<file path="config.mk">
export PLATFORM = sky130hd
export DESIGN_NAME = ds_sequencer
export DESIGN_NICKNAME = d
export VERILOG_FILES = /design/src/rtl/ds_seq_pkg.sv /design/src/rtl/ds_run_sync.sv /design/src/rtl/ds_bcd_inc.sv /design/src/rtl/ds_sequencer.sv
export SDC_FILE = /design/constraint.sdc
export NUM_CORES = 1
export LEC_CHECK = 0
export ABC_AREA = 1
export ABC_CLOCK_PERIOD_IN_PS = 5300
export BUFFER_PORTS_ARGS = -buffer_cell sky130_fd_sc_hd__buf_4
export CORE_ASPECT_RATIO = 1.2
export CORE_MARGIN = 1
export CORE_UTILIZATION = 55
export CTS_BUF_LIST = sky130_fd_sc_hd__clkbuf_8
export CTS_CLUSTER_DIAMETER = 30
export DETAILED_ROUTE_END_ITERATION = 12
export PLACE_DENSITY_LB_ADDON = 0.08
export SLEW_MARGIN = 20
export SYNTH_ARGS = -nofsm -noshare
export SYNTH_HDL_FRONTEND = slang
export SYNTH_SLANG_ARGS = --single-unit
</file>
<file path="constraint.sdc">
create_clock -name clk_i -period 5.3 [get_ports clk_i]
set_clock_uncertainty 0.1 [all_clocks]
set_input_delay 0.265 -clock clk_i [delete_from_list [all_inputs] [get_ports clk_i]]
set_output_delay 0.265 -clock clk_i [all_outputs]
set_load 0.02 [all_outputs]
</file>
<file path="src/rtl/ds_seq_pkg.sv">
package ds_seq_pkg;

    typedef enum logic [2:0] {
        PH_AZ    = 3'd0,
        PH_INT   = 3'd1,
        PH_DEINT = 3'd2,
        PH_ZERO  = 3'd3,
        PH_HOLD  = 3'd4
    } phase_e;

    localparam int SW_AZ    = 0;
    localparam int SW_INT   = 1;
    localparam int SW_DEINT = 2;
    localparam int SW_ZERO  = 3;

    // Switch pattern for a phase; idle keeps the auto-zero loop closed.
    function automatic logic [3:0] sw_of(input phase_e ph);
        logic [3:0] s;
        s = '0;
        case (ph)
            PH_INT:   s[SW_INT]   = 1'b1;
            PH_DEINT: s[SW_DEINT] = 1'b1;
            PH_ZERO:  s[SW_ZERO]  = 1'b1;
            default:  s[SW_AZ]    = 1'b1;
        endcase
        return s;
    endfunction

endpackage

</file>
<file path="src/rtl/ds_run_sync.sv">
module ds_run_sync #(
    parameter int SYNC_STAGES = 2
) (
    input  logic clk_i,
    input  logic rst_ni,
    input  logic run_i,
    input  logic armed_i,
    output logic level_o,
    output logic rise_o
);
    localparam int SH_W = SYNC_STAGES + 1;

    logic [SH_W-1:0] sh_d, sh_q;

    always_comb begin
        sh_d = {sh_q[SH_W-2:0], run_i};
    end

    always_ff @(posedge clk_i or negedge rst_ni) begin
        if (!rst_ni) sh_q <= '0;
        else         sh_q <= sh_d;
    end

    assign level_o = sh_q[SYNC_STAGES-1];
    // Edge detection only counts while the sequencer waits in idle.
    assign rise_o  = armed_i & sh_q[SYNC_STAGES-1] & ~sh_q[SYNC_STAGES];

endmodule

</file>
<file path="src/rtl/ds_bcd_inc.sv">
module ds_bcd_inc #(
    parameter int DIGITS = 5
) (
    input  logic [4*DIGITS-1:0] val_i,
    output logic [4*DIGITS-1:0] inc_o
);
    logic [DIGITS:0] carry;

    assign carry[0] = 1'b1;

    for (genvar g = 0; g < DIGITS; g++) begin : g_digit
        logic [3:0] dig;
        logic       is_nine;
        assign dig        = val_i[4*g +: 4];
        assign is_nine    = (dig == 4'd9);
        assign carry[g+1] = carry[g] & is_nine;
        assign inc_o[4*g +: 4] = !carry[g] ? dig :
                                 (is_nine ? 4'd0 : dig + 4'd1);
    end

endmodule

</file>
<file path="src/rtl/ds_sequencer.sv">
module ds_sequencer
    import ds_seq_pkg::*;
#(
    parameter int AZ_CLKS     = 10001,
    parameter int INT_CLKS    = 10000,
    parameter int DEINT_MAX   = 20001,
    parameter int UNDER_LIMIT = 1800,
    parameter int RES_DIGITS  = 5,
    parameter int SYNC_STAGES = 2
) (
    input  logic                    clk_i,
    input  logic                    rst_ni,
    input  logic                    run_i,
    input  logic                    cmp_i,
    output logic                    sw_az_o,
    output logic                    sw_int_o,
    output logic                    sw_deint_o,
    output logic                    sw_zero_o,
    output logic                    busy_o,
    output logic                    pol_o,
    output logic                    over_o,
    output logic                    under_o,
    output logic [4*RES_DIGITS-1:0] result_o,
    output logic                    valid_o
);
    localparam int CYC_LEN = AZ_CLKS + INT_CLKS + DEINT_MAX;
    localparam int CW      = $clog2(CYC_LEN);
    localparam int BW      = $clog2(DEINT_MAX + 1);
    localparam int RW      = 4 * RES_DIGITS;

    localparam logic [CW-1:0] AZ_LAST   = CW'(AZ_CLKS - 1);
    localparam logic [CW-1:0] INT_LAST  = CW'(AZ_CLKS + INT_CLKS - 1);
    localparam logic [CW-1:0] DE_FIRST  = CW'(AZ_CLKS + INT_CLKS);
    localparam logic [CW-1:0] CYC_LAST  = CW'(CYC_LEN - 1);
    localparam logic [BW-1:0] UNDER_CMP = BW'(UNDER_LIMIT);

    typedef struct packed {
        phase_e          ph;
        logic [3:0]      sw;
        logic [CW-1:0]   cyc;
        logic            cmp;
        logic            pol;
        logic [RW-1:0]   bcd;
        logic [BW-1:0]   bin;
        logic [RW-1:0]   res;
        logic            busy;
        logic            over;
        logic            under;
        logic            valid;
    } seq_t;

    seq_t d, q;

    logic          run_lvl;
    logic          run_rise;
    logic [RW-1:0] bcd_next;

    ds_run_sync #(
        .SYNC_STAGES(SYNC_STAGES)
    ) u_run_sync (
        .clk_i   (clk_i),
        .rst_ni  (rst_ni),
        .run_i   (run_i),
        .armed_i (q.ph == PH_HOLD),
        .level_o (run_lvl),
        .rise_o  (run_rise)
    );

    ds_bcd_inc #(
        .DIGITS(RES_DIGITS)
    ) u_bcd_inc (
        .val_i (q.bcd),
        .inc_o (bcd_next)
    );

    always_comb begin
        logic at_end;
        logic crossed;
        logic cnt_en;

        d       = q;
        d.valid = 1'b0;
        d.cmp   = cmp_i;

        at_end  = (q.cyc == CYC_LAST);
        crossed = (q.cmp != q.pol);
        // The late comparator sample is offset by skipping the first count.
        cnt_en  = (q.cyc != DE_FIRST);

        case (q.ph)
            PH_AZ: begin
                d.cyc = q.cyc + 1'b1;
                if (q.cyc == AZ_LAST) begin
                    d.ph    = PH_INT;
                    d.busy  = 1'b1;
                    d.under = 1'b0;
                end
            end
            PH_INT: begin
                d.cyc = q.cyc + 1'b1;
                if (q.cyc == INT_LAST) begin
                    d.ph   = PH_DEINT;
                    d.pol  = q.cmp;
                    d.over = 1'b0;
                    d.bcd  = '0;
                    d.bin  = '0;
                end
            end
            PH_DEINT: begin
                d.cyc = q.cyc + 1'b1;
                if (crossed) begin
                    d.ph    = PH_ZERO;
                    d.busy  = 1'b0;
                    d.valid = 1'b1;
                    d.res   = q.bcd;
                    d.over  = 1'b0;
                    d.under = (q.bin <= UNDER_CMP);
                end else begin
                    if (cnt_en) begin
                        d.bcd = bcd_next;
                        d.bin = q.bin + 1'b1;
                    end
                    if (at_end) begin
                        d.busy  = 1'b0;
                        d.valid = 1'b1;
                        d.res   = d.bcd;
                        d.over  = 1'b1;
                        d.under = 1'b0;
                    end
                end
                if (at_end) begin
                    d.cyc = '0;
                    d.ph  = run_lvl ? PH_AZ : PH_HOLD;
                end
            end
            PH_ZERO: begin
                d.cyc = q.cyc + 1'b1;
                if (at_end) begin
                    d.cyc = '0;
                    d.ph  = run_lvl ? PH_AZ : PH_HOLD;
                end
            end
            PH_HOLD: begin
                d.cyc = '0;
                if (run_rise) d.ph = PH_AZ;
            end
            default: begin
                d.ph  = PH_HOLD;
                d.cyc = '0;
            end
        endcase

        d.sw = sw_of(d.ph);
    end

    always_ff @(posedge clk_i or negedge rst_ni) begin
        if (!rst_ni) begin
            q       <= '0;
            q.ph    <= PH_AZ;
            q.sw    <= sw_of(PH_AZ);
        end else begin
            q <= d;
        end
    end

    assign sw_az_o    = q.sw[SW_AZ];
    assign sw_int_o   = q.sw[SW_INT];
    assign sw_deint_o = q.sw[SW_DEINT];
    assign sw_zero_o  = q.sw[SW_ZERO];
    assign busy_o     = q.busy;
    assign pol_o      = q.pol;
    assign over_o     = q.over;
    assign under_o    = q.under;
    assign result_o   = q.res;
    assign valid_o    = q.valid;

endmodule

</file>
==> impl_metrics.py <==
metrics = {
    "sta": {
        "fin_ws_ps": 2500,
        "fin_crit_ps": 2800,
        "hold_viol": 0,
        "drv_slew": 0,
        "rsz0062_at_grt": "false",
        "timing.final.crit_share_pct": 52.9,
        "whs_ps": 260,
        "finalSetupTns_ps": 0,
        "clock.fmax_mhz": 357,
        "worstMarginPinSlew_ps": 999,
        "relSlewSlack_pct": 33.2,
        "setup_viol": 0,
    },
    "pwr": {
        "internal-power_w": 0.000993,
        "p_clk_share_pct": 45.6,
        "finalPower_w": 0.00126,
        "power_density_nw_per_um2": 222,
        "p_seq_share_pct": 52.8,
        "net-switching-power_w": 0.000269,
        "combPwrFrac_pct": 1.6,
        "p_sw_share_pct": 21.3,
        "leakagePower_nw": 2.81,
        "ir_drop_uv": 197,
    },
    "critical_path": {
        "critPathBufInv": 1,
        "rrSetupSlack_ps": 2500,
        "crit_path_end": "over_o",
        "cp_max_fo": 23,
        "worstSetupStartpoint": "pol_o",
        "worstSetupEndpointType": "flop",
        "crit_chain": "xnor2_2 > inv_2 > nand2_1 > nand2_2 > o21ai_0",
        "r2r_end": "over_o",
        "worst-path-stages": 5,
        "critPathRequiredTime_ps": 5440,
        "rr_worst_depth": 5,
        "cp-start-kind": "flop",
        "worstPathArrival_ps": 2940,
        "regToRegStartpoint": "pol_o",
        "critPathTopFamily": "simple AND/OR/NAND/NOR gates",
        "cpPeakStageDelay_ps": 690,
        "critPathSlowestCell": "nand2_2",
        "criticalPathCategory": "reg -> reg",
    },
    "place": {
        "gp_congestion": 0.892,
        "dp_hpwl_mm": 8.24,
        "port_buffers": 32,
        "pre_cts_slack_ps": 2490,
    },
    "die": {
        "rows": 39,
        "die-area_um2": 10100,
        "initial_core_util_pct": 56.3,
        "core_um2": 9470,
        "die_w_um": 91.8,
        "io_pins": 33,
        "dieHeight_um": 110,
    },
    "synthesis": {
        "synthAdderAreaFrac_pct": 3.52,
        "synth_top_family_by_area": "simple AND/OR/NAND/NOR gates",
        "synthCells": 674,
        "synth-simple-area-share_pct": 27.7,
        "synth_mux_area_share_pct": 0.282,
        "yosysSeqAreaShare_pct": 40.9,
        "ys_types": 45,
        "synth.avg_cell_area_um2": 7.90,
        "synth_seq_cells": 87,
        "netlist_area_um2": 5330,
        "ys_warn_count": 0,
        "syn_nets": 693,
        "synthXorXnorAreaFrac_pct": 1.46,
        "synth-compound-area-share_pct": 15.1,
    },
    "route": {
        "drt_wl_total_mm": 12.3,
        "routedWlPerCell_um": 15.3,
        "drt_iter0_markers": 231,
        "vias_per_cell": 5.68,
        "vias": 4572,
        "remaining_drc_errors": 0,
        "drtPass1Iterations": 5,
        "drtAntennaViolNets": 0,
    },
    "final_layout": {
        "antenna_cells": 0,
        "multi_input_area_um2": 2560,
        "layout-drive-gt1-share_pct": 13.8,
        "final_common_cell": "nand2_1",
        "regArea_um2": 2180,
        "nFillCells": 893,
        "synthToLayoutAreaGrowth_pct": 6.79,
        "utilization_pct": 60.1,
        "nets": 696,
        "final_cell_mix": "126 x nand2_1, 86 x dfrtp_1, 64 x inv_1",
    },
    "status": {
        "outcome": "complete, no violations",
    },
    "cts": {
        "clock-sinks": 87,
        "clockBufferDepth": 2,
        "clk_latency_ps": 380,
        "cts_setup_buffers": 0,
        "tritoncts": "yes",
        "cts_made_buffers": 9,
        "path_clk_slew_ps": 90,
        "root_buffer": "clkbuf_8",
        "htree_num_levels": 3,
    },
    "global_route": {
        "grt_max_degree": 88,
        "grtUsageMet1_pct": 31.8,
        "met3_usage_pct": 3.73,
        "first_global_vias": 4402,
        "grtUsageTotal_pct": 26.0,
        "grt_pass1_wl_mm": 20.7,
        "global_route.usage.met2_pct": 46.9,
        "grt_busiest_layer": "met2",
        "grt_overflow": 0,
        "antenna_found_initial": 0,
    },
    "min_path": {
        "min_path_type": "reg -> reg",
    },
    "run": {
        "drv_cap": 0,
    },
}
## power groups by stage
| stage | registers [W] | clock network (W) | logic [W] |
|---|---|---|---|
| 2_1_floorplan | 0.000679 | 0 | 0.00000341 |
| 3_3_place_gp | 0.000679 | 0 | 0.0000192 |
| 3_5_place_dp | 0.000679 | 0 | 0.0000196 |
| 4_1_cts | 0.000665 | 0.000583 | 0.0000208 |
| 5_1_grt | 0.000666 | 0.000605 | 0.0000242 |
| 6_report | 0.000665 | 0.000575 | 0.0000207 |
## kinds of logic (layout without fill, tap and decap cells)
logic type / Yosys count / count (layout)
XOR/XNOR: 8 / 8
multiplexers: 1 / 1
flip-flops: 87 / 87
AO/OA/AOI/OAI: 136 / 136
adder cells (fa/ha/maj): 15 / 15
buffers and inverters: 117 / 125
AND/OR/NAND/NOR: 310 / 310
## area by class of cell
type	count	share of cell area (%)
Multi-Input combinational cell	470	45.0
Clock buffer	10	2.42
Timing Repair Buffer	35	4.82
Clock inverter	6	1.89
Tap cell	123	2.71
Inverter	74	4.93
Sequential cell	87	38.3
## per-layer routing
metal  up-vias  part of all wire [%]
met3        15                   3.3
met4         0                   1.5
met2        84                    52
met1      2216                    43
met5         -                     0
li1       2257                     -
## timing repair
action | CTS | global route
endpoints found under the hold margin | 2 | 86
resized for setup | 0 | 0
setup endpoints to repair | 0 | 0
hold buffers | 2 | 1
## per-stage QoR
step                      area (um2)  instances
after global placement          5410        786
final                           5690        805
after global routing            5690        805
after CTS                       5680        804
after floorplan                 5330        674
after detailed placement        5410        786
## flip-flops by register name, indices dropped and copies added (netlist names)
| signal | flops |
|---|---|
| busy_o | 1 |
| over_o | 1 |
| pol_o | 1 |
| q | 55 |
| result_o | 20 |
| sw_az_o | 1 |
| sw_deint_o | 1 |
| sw_int_o | 1 |
| sw_zero_o | 1 |
| u_run_sync.sh_q | 3 |
| under_o | 1 |
| valid_o | 1 |
## worst reg2reg max path, cell delays in order (launching register included)
cell and delay, ps:
dfrtp_1 430, xnor2_2 190, inv_2 400, nand2_1 690
nand2_2 690, o21ai_0 170
## synthesized netlist by cell type (all sizes together)
library cell	instances	area, um2
a21oi	41	209
a22oi	19	143
buf	41	304
clkbuf	2	7.51
clkinv	4	17.5
dfrtp	86	2150
dfstp	1	26.3
ha	15	188
inv	70	263
mux2	1	15.0
nand2	133	541
nand3	63	343
nand3b	1	7.51
nand4	20	131
nor2	72	327
nor3	15	86.3
nor3b	1	7.51
nor4	2	12.5
o211ai	8	95.1
o21ai	57	285
o21bai	1	7.51
o22ai	9	56.3
o31ai	1	7.51
or2	3	18.8
xnor2	3	33.8
xor2	5	43.8
## how the worst min path moves through the flow
stage                  startpoint            endpoint  slack, ps  cells after the start
6_report       u_run_sync.sh_q[0]  u_run_sync.sh_q[1]        260                      0
5_1_grt        u_run_sync.sh_q[0]  u_run_sync.sh_q[1]        260                      0
4_1_cts                    rst_ni        result_o[14]         40                      1
3_3_place_gp   u_run_sync.sh_q[0]  u_run_sync.sh_q[1]        230                      0
2_1_floorplan              rst_ni              busy_o       -130                      0
3_5_place_dp   u_run_sync.sh_q[0]  u_run_sync.sh_q[1]        250                      0
(Power assumes the default switching activity.)
